### src/rtl/bp_pkg.sv
package bp_pkg;

    typedef enum logic [1:0] {
        BM_VIEW = 2'b00,
        BM_TUNE = 2'b01,
        BM_CW   = 2'b10,
        BM_PASS = 2'b11
    } beam_mode_e;

    // Tick counts at 125 ns per tick
    localparam int unsigned BP_UNIT_TICKS   = 2;     // 250 ns
    localparam int unsigned BP_HEAD_TICKS   = 2;     // fixed tune head pulse
    localparam int unsigned BP_SPAN_TICKS   = 832;   // gap + marker
    localparam int unsigned BP_MARKER_BASE  = 44;    // marker for code 0
    localparam int unsigned BP_FRAME_TICKS  = 2832;  // whole tune frame

    function automatic int unsigned view_ticks(input int unsigned code,
                                               input int unsigned unit);
        return (code == 0) ? unit : code * unit;
    endfunction

    function automatic int unsigned marker_ticks(input int unsigned base,
                                                 input int unsigned code);
        return base - code;
    endfunction

endpackage

### src/rtl/bp_sync_edge.sv
module bp_sync_edge (
    input  logic clk,
    input  logic rst,
    input  logic sync_in,
    output logic rise
);
    logic sync_q;

    always_ff @(posedge clk) begin
        if (rst) sync_q <= 1'b0;
        else     sync_q <= sync_in;
    end

    assign rise = sync_in & ~sync_q;
endmodule

### src/rtl/bp_view_timer.sv
module bp_view_timer #(
    parameter int unsigned CODE_W     = 6,
    parameter int unsigned UNIT_TICKS = bp_pkg::BP_UNIT_TICKS
) (
    input  logic              clk,
    input  logic              rst,
    input  logic              abort,
    input  logic              start,
    input  logic [CODE_W-1:0] code,
    output logic              beam
);
    localparam int unsigned MAX_LEN = ((1 << CODE_W) - 1) * UNIT_TICKS;
    localparam int unsigned CNT_W   = $clog2(MAX_LEN + 1);

    logic [CNT_W-1:0] left;
    logic [CNT_W-1:0] load_len;

    always_comb begin
        load_len = CNT_W'(bp_pkg::view_ticks(int'(code), UNIT_TICKS));
    end

    always_ff @(posedge clk) begin
        if (rst || abort)      left <= '0;
        else if (start)        left <= load_len;
        else if (left != '0)   left <= left - 1'b1;
    end

    assign beam = (left != '0);
endmodule

### src/rtl/bp_tune_seq.sv
module bp_tune_seq #(
    parameter int unsigned MK_W        = 4,
    parameter int unsigned HEAD_TICKS  = bp_pkg::BP_HEAD_TICKS,
    parameter int unsigned SPAN_TICKS  = bp_pkg::BP_SPAN_TICKS,
    parameter int unsigned MARKER_BASE = bp_pkg::BP_MARKER_BASE,
    parameter int unsigned FRAME_TICKS = bp_pkg::BP_FRAME_TICKS
) (
    input  logic            clk,
    input  logic            rst,
    input  logic            abort,
    input  logic            trigger,
    input  logic [MK_W-1:0] mark_code,
    output logic            beam,
    output logic            busy
);
    localparam int unsigned POS_W    = $clog2(FRAME_TICKS);
    localparam int unsigned ML_W     = $clog2(MARKER_BASE + 1);
    localparam int unsigned MARK_END = HEAD_TICKS + SPAN_TICKS;

    typedef struct packed {
        logic             run;
        logic [POS_W-1:0] pos;
        logic [ML_W-1:0]  mark_len;
    } tune_state_t;

    tune_state_t st;
    logic [POS_W-1:0] mark_start;
    logic             in_head;
    logic             in_mark;

    always_ff @(posedge clk) begin
        if (rst || abort) begin
            st <= '0;
        end else if (st.run) begin
            if (st.pos == POS_W'(FRAME_TICKS - 1)) begin
                st.run <= 1'b0;
            end else begin
                st.pos <= st.pos + 1'b1;
            end
        end else if (trigger) begin
            st.run      <= 1'b1;
            st.pos      <= '0;
            st.mark_len <= ML_W'(bp_pkg::marker_ticks(MARKER_BASE, int'(mark_code)));
        end
    end

    always_comb begin
        mark_start = POS_W'(MARK_END) - POS_W'(st.mark_len);
        in_head    = (st.pos < POS_W'(HEAD_TICKS));
        in_mark    = (st.pos >= mark_start) && (st.pos < POS_W'(MARK_END));
    end

    assign beam = st.run && (in_head || in_mark);
    assign busy = st.run;
endmodule

### src/rtl/beam_pattern_gen.sv
module beam_pattern_gen #(
    parameter int unsigned VL_W        = 6,
    parameter int unsigned MK_W        = 4,
    parameter int unsigned UNIT_TICKS  = bp_pkg::BP_UNIT_TICKS,
    parameter int unsigned HEAD_TICKS  = bp_pkg::BP_HEAD_TICKS,
    parameter int unsigned SPAN_TICKS  = bp_pkg::BP_SPAN_TICKS,
    parameter int unsigned MARKER_BASE = bp_pkg::BP_MARKER_BASE,
    parameter int unsigned FRAME_TICKS = bp_pkg::BP_FRAME_TICKS
) (
    input  logic            clk,
    input  logic            rst,
    input  logic            sync_in,
    input  logic [1:0]      mode,
    input  logic [VL_W-1:0] view_code,
    input  logic [MK_W-1:0] mark_code,
    input  logic            ext_gate,
    input  logic            fault,
    output logic            beam_en
);
    import bp_pkg::*;

    beam_mode_e mode_e;
    logic       sync_rise;
    logic       view_beam;
    logic       tune_beam;
    logic       tune_busy;
    logic       pick;

    assign mode_e = beam_mode_e'(mode);

    bp_sync_edge u_edge (
        .clk     (clk),
        .rst     (rst),
        .sync_in (sync_in),
        .rise    (sync_rise)
    );

    bp_view_timer #(
        .CODE_W     (VL_W),
        .UNIT_TICKS (UNIT_TICKS)
    ) u_view (
        .clk   (clk),
        .rst   (rst),
        .abort (fault || (mode_e != BM_VIEW)),
        .start (sync_rise && (mode_e == BM_VIEW)),
        .code  (view_code),
        .beam  (view_beam)
    );

    bp_tune_seq #(
        .MK_W        (MK_W),
        .HEAD_TICKS  (HEAD_TICKS),
        .SPAN_TICKS  (SPAN_TICKS),
        .MARKER_BASE (MARKER_BASE),
        .FRAME_TICKS (FRAME_TICKS)
    ) u_tune (
        .clk       (clk),
        .rst       (rst),
        .abort     (fault || (mode_e != BM_TUNE)),
        .trigger   (sync_rise && (mode_e == BM_TUNE)),
        .mark_code (mark_code),
        .beam      (tune_beam),
        .busy      (tune_busy)
    );

    always_comb begin
        unique case (mode_e)
            BM_VIEW: pick = view_beam;
            BM_TUNE: pick = tune_beam;
            BM_CW:   pick = 1'b1;
            BM_PASS: pick = ext_gate;
            default: pick = 1'b0;
        endcase
    end

    assign beam_en = ~rst & ~fault & pick;
endmodule

### config.mk
export PLATFORM = sky130hd
export DESIGN_NAME = beam_pattern_gen
export DESIGN_NICKNAME = d
export VERILOG_FILES = /design/src/rtl/bp_pkg.sv /design/src/rtl/bp_sync_edge.sv /design/src/rtl/bp_view_timer.sv /design/src/rtl/bp_tune_seq.sv /design/src/rtl/beam_pattern_gen.sv
export SDC_FILE = /design/constraint.sdc
export NUM_CORES = 1
export LEC_CHECK = 0
export CELL_PAD_IN_SITES_DETAIL_PLACEMENT = 1
export CELL_PAD_IN_SITES_GLOBAL_PLACEMENT = 1
export CORE_MARGIN = 2
export CORE_UTILIZATION = 38
export CTS_CLUSTER_SIZE = 28
export DETAILED_ROUTE_END_ITERATION = 7
export PLACE_DENSITY_LB_ADDON = 0.1
export SLEW_MARGIN = 40
export SYNTH_ARGS = -nofsm -noshare
export SYNTH_HDL_FRONTEND = slang
export SYNTH_HIERARCHICAL = 1
export SYNTH_SLANG_ARGS = --single-unit
### constraint.sdc
create_clock -name clk -period 2.98 [get_ports clk]
set_input_delay 0.298 -clock clk [delete_from_list [all_inputs] [get_ports clk]]
set_output_delay 0.298 -clock clk [all_outputs]
set_load 0.1 [all_outputs]
==> results.yml <==
status:
  outcome: "complete, but fails checks"
  failed_checks: "negative setup slack"
die:
  die-area_um2: 5300
  start_util_pct: 38.9
  num_rows: 25
  core_area_um2: 4630
  die_h_um: 72.8
  io_pins: 18
  die_w_um: 72.8
critical_path:
  cp-end-kind: "primary output"
  cp_max_fo: 2
  timing.rr.end: "u_tune/st[14]$_SDFFE_PP0P_"
  crit_required_ps: 2680
  r2r_slack_ps: 1030
  r2r_cells: 6
  critPathArrivalTime_ps: 3120
  critPathKind: "reg -> out"
  rr_startpoint: "u_tune/st[6]$_SDFFE_PP0P_"
  start_kind: "flop"
cts:
  clk_pin_slew_worst_paths_ps: 90
  cts_made_buffers: 3
  worstSkewPairLatency_ps: 280
  cts.sinks: 27
  root_buffer: "clkbuf_8"
  cts_buffer_depth: 2
  cts_max_level: 1
  hold_buffers: 0
  cts_tree: "yes"
timing:
  worst_slack_ps: -440
  rsz0062_at_grt: "true"
  period_share_pct: 115
  max_slew_margin_pct: 64.1
  fmax_ghz: 0.292
  fin_setup_tns_ps: -440
  drv_slew: 0
  period_needed_ps: 3420
  hold_violations: 0
  setup_viol: 1
  tightest_slew_ps: 539
  fin_worst_skew_ps: 7.38
route:
  drtIter0Drc: 32
  route.vias.total: 1636
  drc_errors: 0
  wirelength_mm: 4.65
  drt_pass1_iterations: 4
  avgViaCountPerCell: 5.62
  routedWlPerCell_um: 16.0
  ant_nets: 0
yosys:
  synth_top_area_cell: "dfxtp_1"
  synth-seq-cells: 27
  synth.top_cell.area_share_pct: 30.0
  synth_area_um2: 1800
  yosys_warnings: 6
  synth_edf_count: 0
  syn_inst: 214
  synth_ff_type: "dfxtp_1"
  syn_avg_cell_area_um2: 8.41
  yosys-top-cells-area: "dfxtp_1 30%, ha_1 8.3%, nand2_1 4.4%, xor2_1 3.9%, nor2_1 3.8%"
  synth_cell_types: 53
  syn-num-nets: 243
  synth_seq_area_share_pct: 30.0
  synthArstFlopShare_pct: 0
global_route:
  track_usage_pct: 19.3
  first_global_vias: 1720
  grt-ovfl-total: 0
  grt_pass1_wl_mm: 8.14
  antenna_found_initial: 0
  grt_max_degree: 16
layout:
  nets: 267
  antenna_cells: 0
  seqCellArea_um2: 542
  fill_cells: 584
  multiInputGateArea_um2: 1220
  drive_above_1_share_pct: 13.9
  area_growth_pct: 20.2
placement:
  finalWeightedCongestion: 0.793
  io_buffers: 17
  dp_slack_ps: -163
  hpwlAfterDp_mm: 3.72
worst_hold_path:
  hold_start: "u_tune/st[1]$_SDFFE_PP0P_"
  hold_class: "reg -> reg"
  holdPathStages: 2
  hold_end: "u_tune/st[1]$_SDFFE_PP0P_"
power:
  power.density_nw_per_um2: 304
  power_leakage_nw: 0.821
  peakVddDrop_uv: 165
job:
  maxCapViolations: 0
-- cell usage after synthesis, types with 2 or more instances --
cell type / number
dfxtp_1: 27
nand2_1: 21
nor2_1: 18
a21oi_1: 13
ha_1: 12
inv_1: 11
o21ai_0: 9
nand3_1: 8
xor2_1: 8
nor3_1: 7
xnor2_1: 6
nand4_1: 5
clkbuf_1: 4
nand2b_1: 4
nor2b_1: 4
or3_1: 4
nor3b_1: 3
nor4_1: 3
o22ai_1: 3
or4_1: 3
a21o_1: 2
a311oi_1: 2
a41oi_1: 2
buf_6: 2
nor2b_4: 2
nor4_4: 2
o21ai_1: 2
or2_0: 2
-- critical path, cell delays in order (launching register included) --
cell and delay, ps:
dfxtp_2 330, or3_4 380, or3_4 380, ha_4 270
nor2b_4 150, o2111ai_2 90, or3_1 330, a221o_1 300
nand2_1 80, mux2_4 150, o221a_4 200, buf_12 170
-- placed cells by master, fill, tap and decap left out, types with 3 or more instances in the layout --
cell type	count
dfxtp_1	26
nand2_1	21
nor2_1	18
clkdlybuf4s50_1	16
a21oi_1	13
inv_1	11
ha_1	11
o21ai_0	9
xor2_1	8
nand3_1	8
buf_4	8
nor3_1	7
xnor2_1	6
nand4_1	5
nand2b_1	4
nor3b_1	3
clkbuf_8	3
nor2b_4	3
nor2b_1	3
or4_1	3
o22ai_1	3
nor4_1	3
-- cell families (layout without fill, tap and decap cells) --
group	Yosys count	in the layout	share of synthesized area, %
muxes	1	1	0.834
and+or+nand+nor	96	96	31.4
buffers and inverters	17	40	4.38
xor gates and xnor gates	14	14	6.82
adders and majority gates	12	12	8.34
AOI/OAI and AO/OA	47	47	18.2
DFF	27	27	30.0
-- cell type report --
cell class,instances,area share (%)
clock buffers,3,1.91
clock inverters,1,0.231
inverters,11,1.91
multi-input cells,170,56.7
flip-flops and latches,27,25.1
well taps,54,3.13
repair buffers,25,11.1
-- power by group --
part,internal [mW],switching (mW)
registers,0.362,0.00169
clock network,0.0941,0.124
logic,0.0387,0.0359
-- state kept, by name, summed over array words and instances (netlist names) --
signal	flops
u_tune/busy	1
u_edge/sync_q	1
u_view/left	7
u_tune/st	18
-- routing by layer --
metal / vias up / wire (um) / track usage, % / share of wire (%)
li1: 829 / - / - / -
met5: - / 0 / 0 / 0
met3: 7 / 94 / 2.07 / 2.0
met1: 780 / 2160 / 26.3 / 46
met4: 0 / 63 / 5.56 / 1.4
met2: 20 / 2330 / 32.4 / 50
-- per-stage QoR --
stage | hold slack, ps | power [mW] | utilization [%] | cells | cell area [um2]
6_report | 521 | 0.657 | 46.7 | 291 | 2160
5_1_grt | 550 | 0.692 | 46.7 | 291 | 2160
2_1_floorplan | 362 | 0.408 | - | 214 | 1820
3_3_place_gp | 490 | 0.444 | 45.1 | 287 | 2090
4_1_cts | 510 | 0.665 | 46.6 | 291 | 2160
3_5_place_dp | 493 | 0.446 | 45.1 | 287 | 2090
-- worst max-delay path by stage --
stage	startpoint	endpoint	slack (ps)	depth (start not counted)
after floorplan	u_tune/st[4]$_SDFFE_PP0P_	beam_en	-20	10
after global placement	u_tune/st[4]$_SDFFE_PP0P_	beam_en	-60	11
after detailed placement	u_tune/st[4]$_SDFFE_PP0P_	beam_en	-160	11
after CTS	u_tune/st[4]$_SDFFE_PP0P_	beam_en	-440	11
after global routing	u_tune/st[4]$_SDFFE_PP0P_	beam_en	-560	11
final	u_tune/st[4]$_SDFFE_PP0P_	beam_en	-440	11
-- timing repair --
action,in CTS,in global routing
buffers inserted,0,0
hold endpoints to repair,0,0
setup endpoints to repair,1,1
pin swaps,3,0
gates resized for setup,3,1
Power figures use the tool's default switching activity.
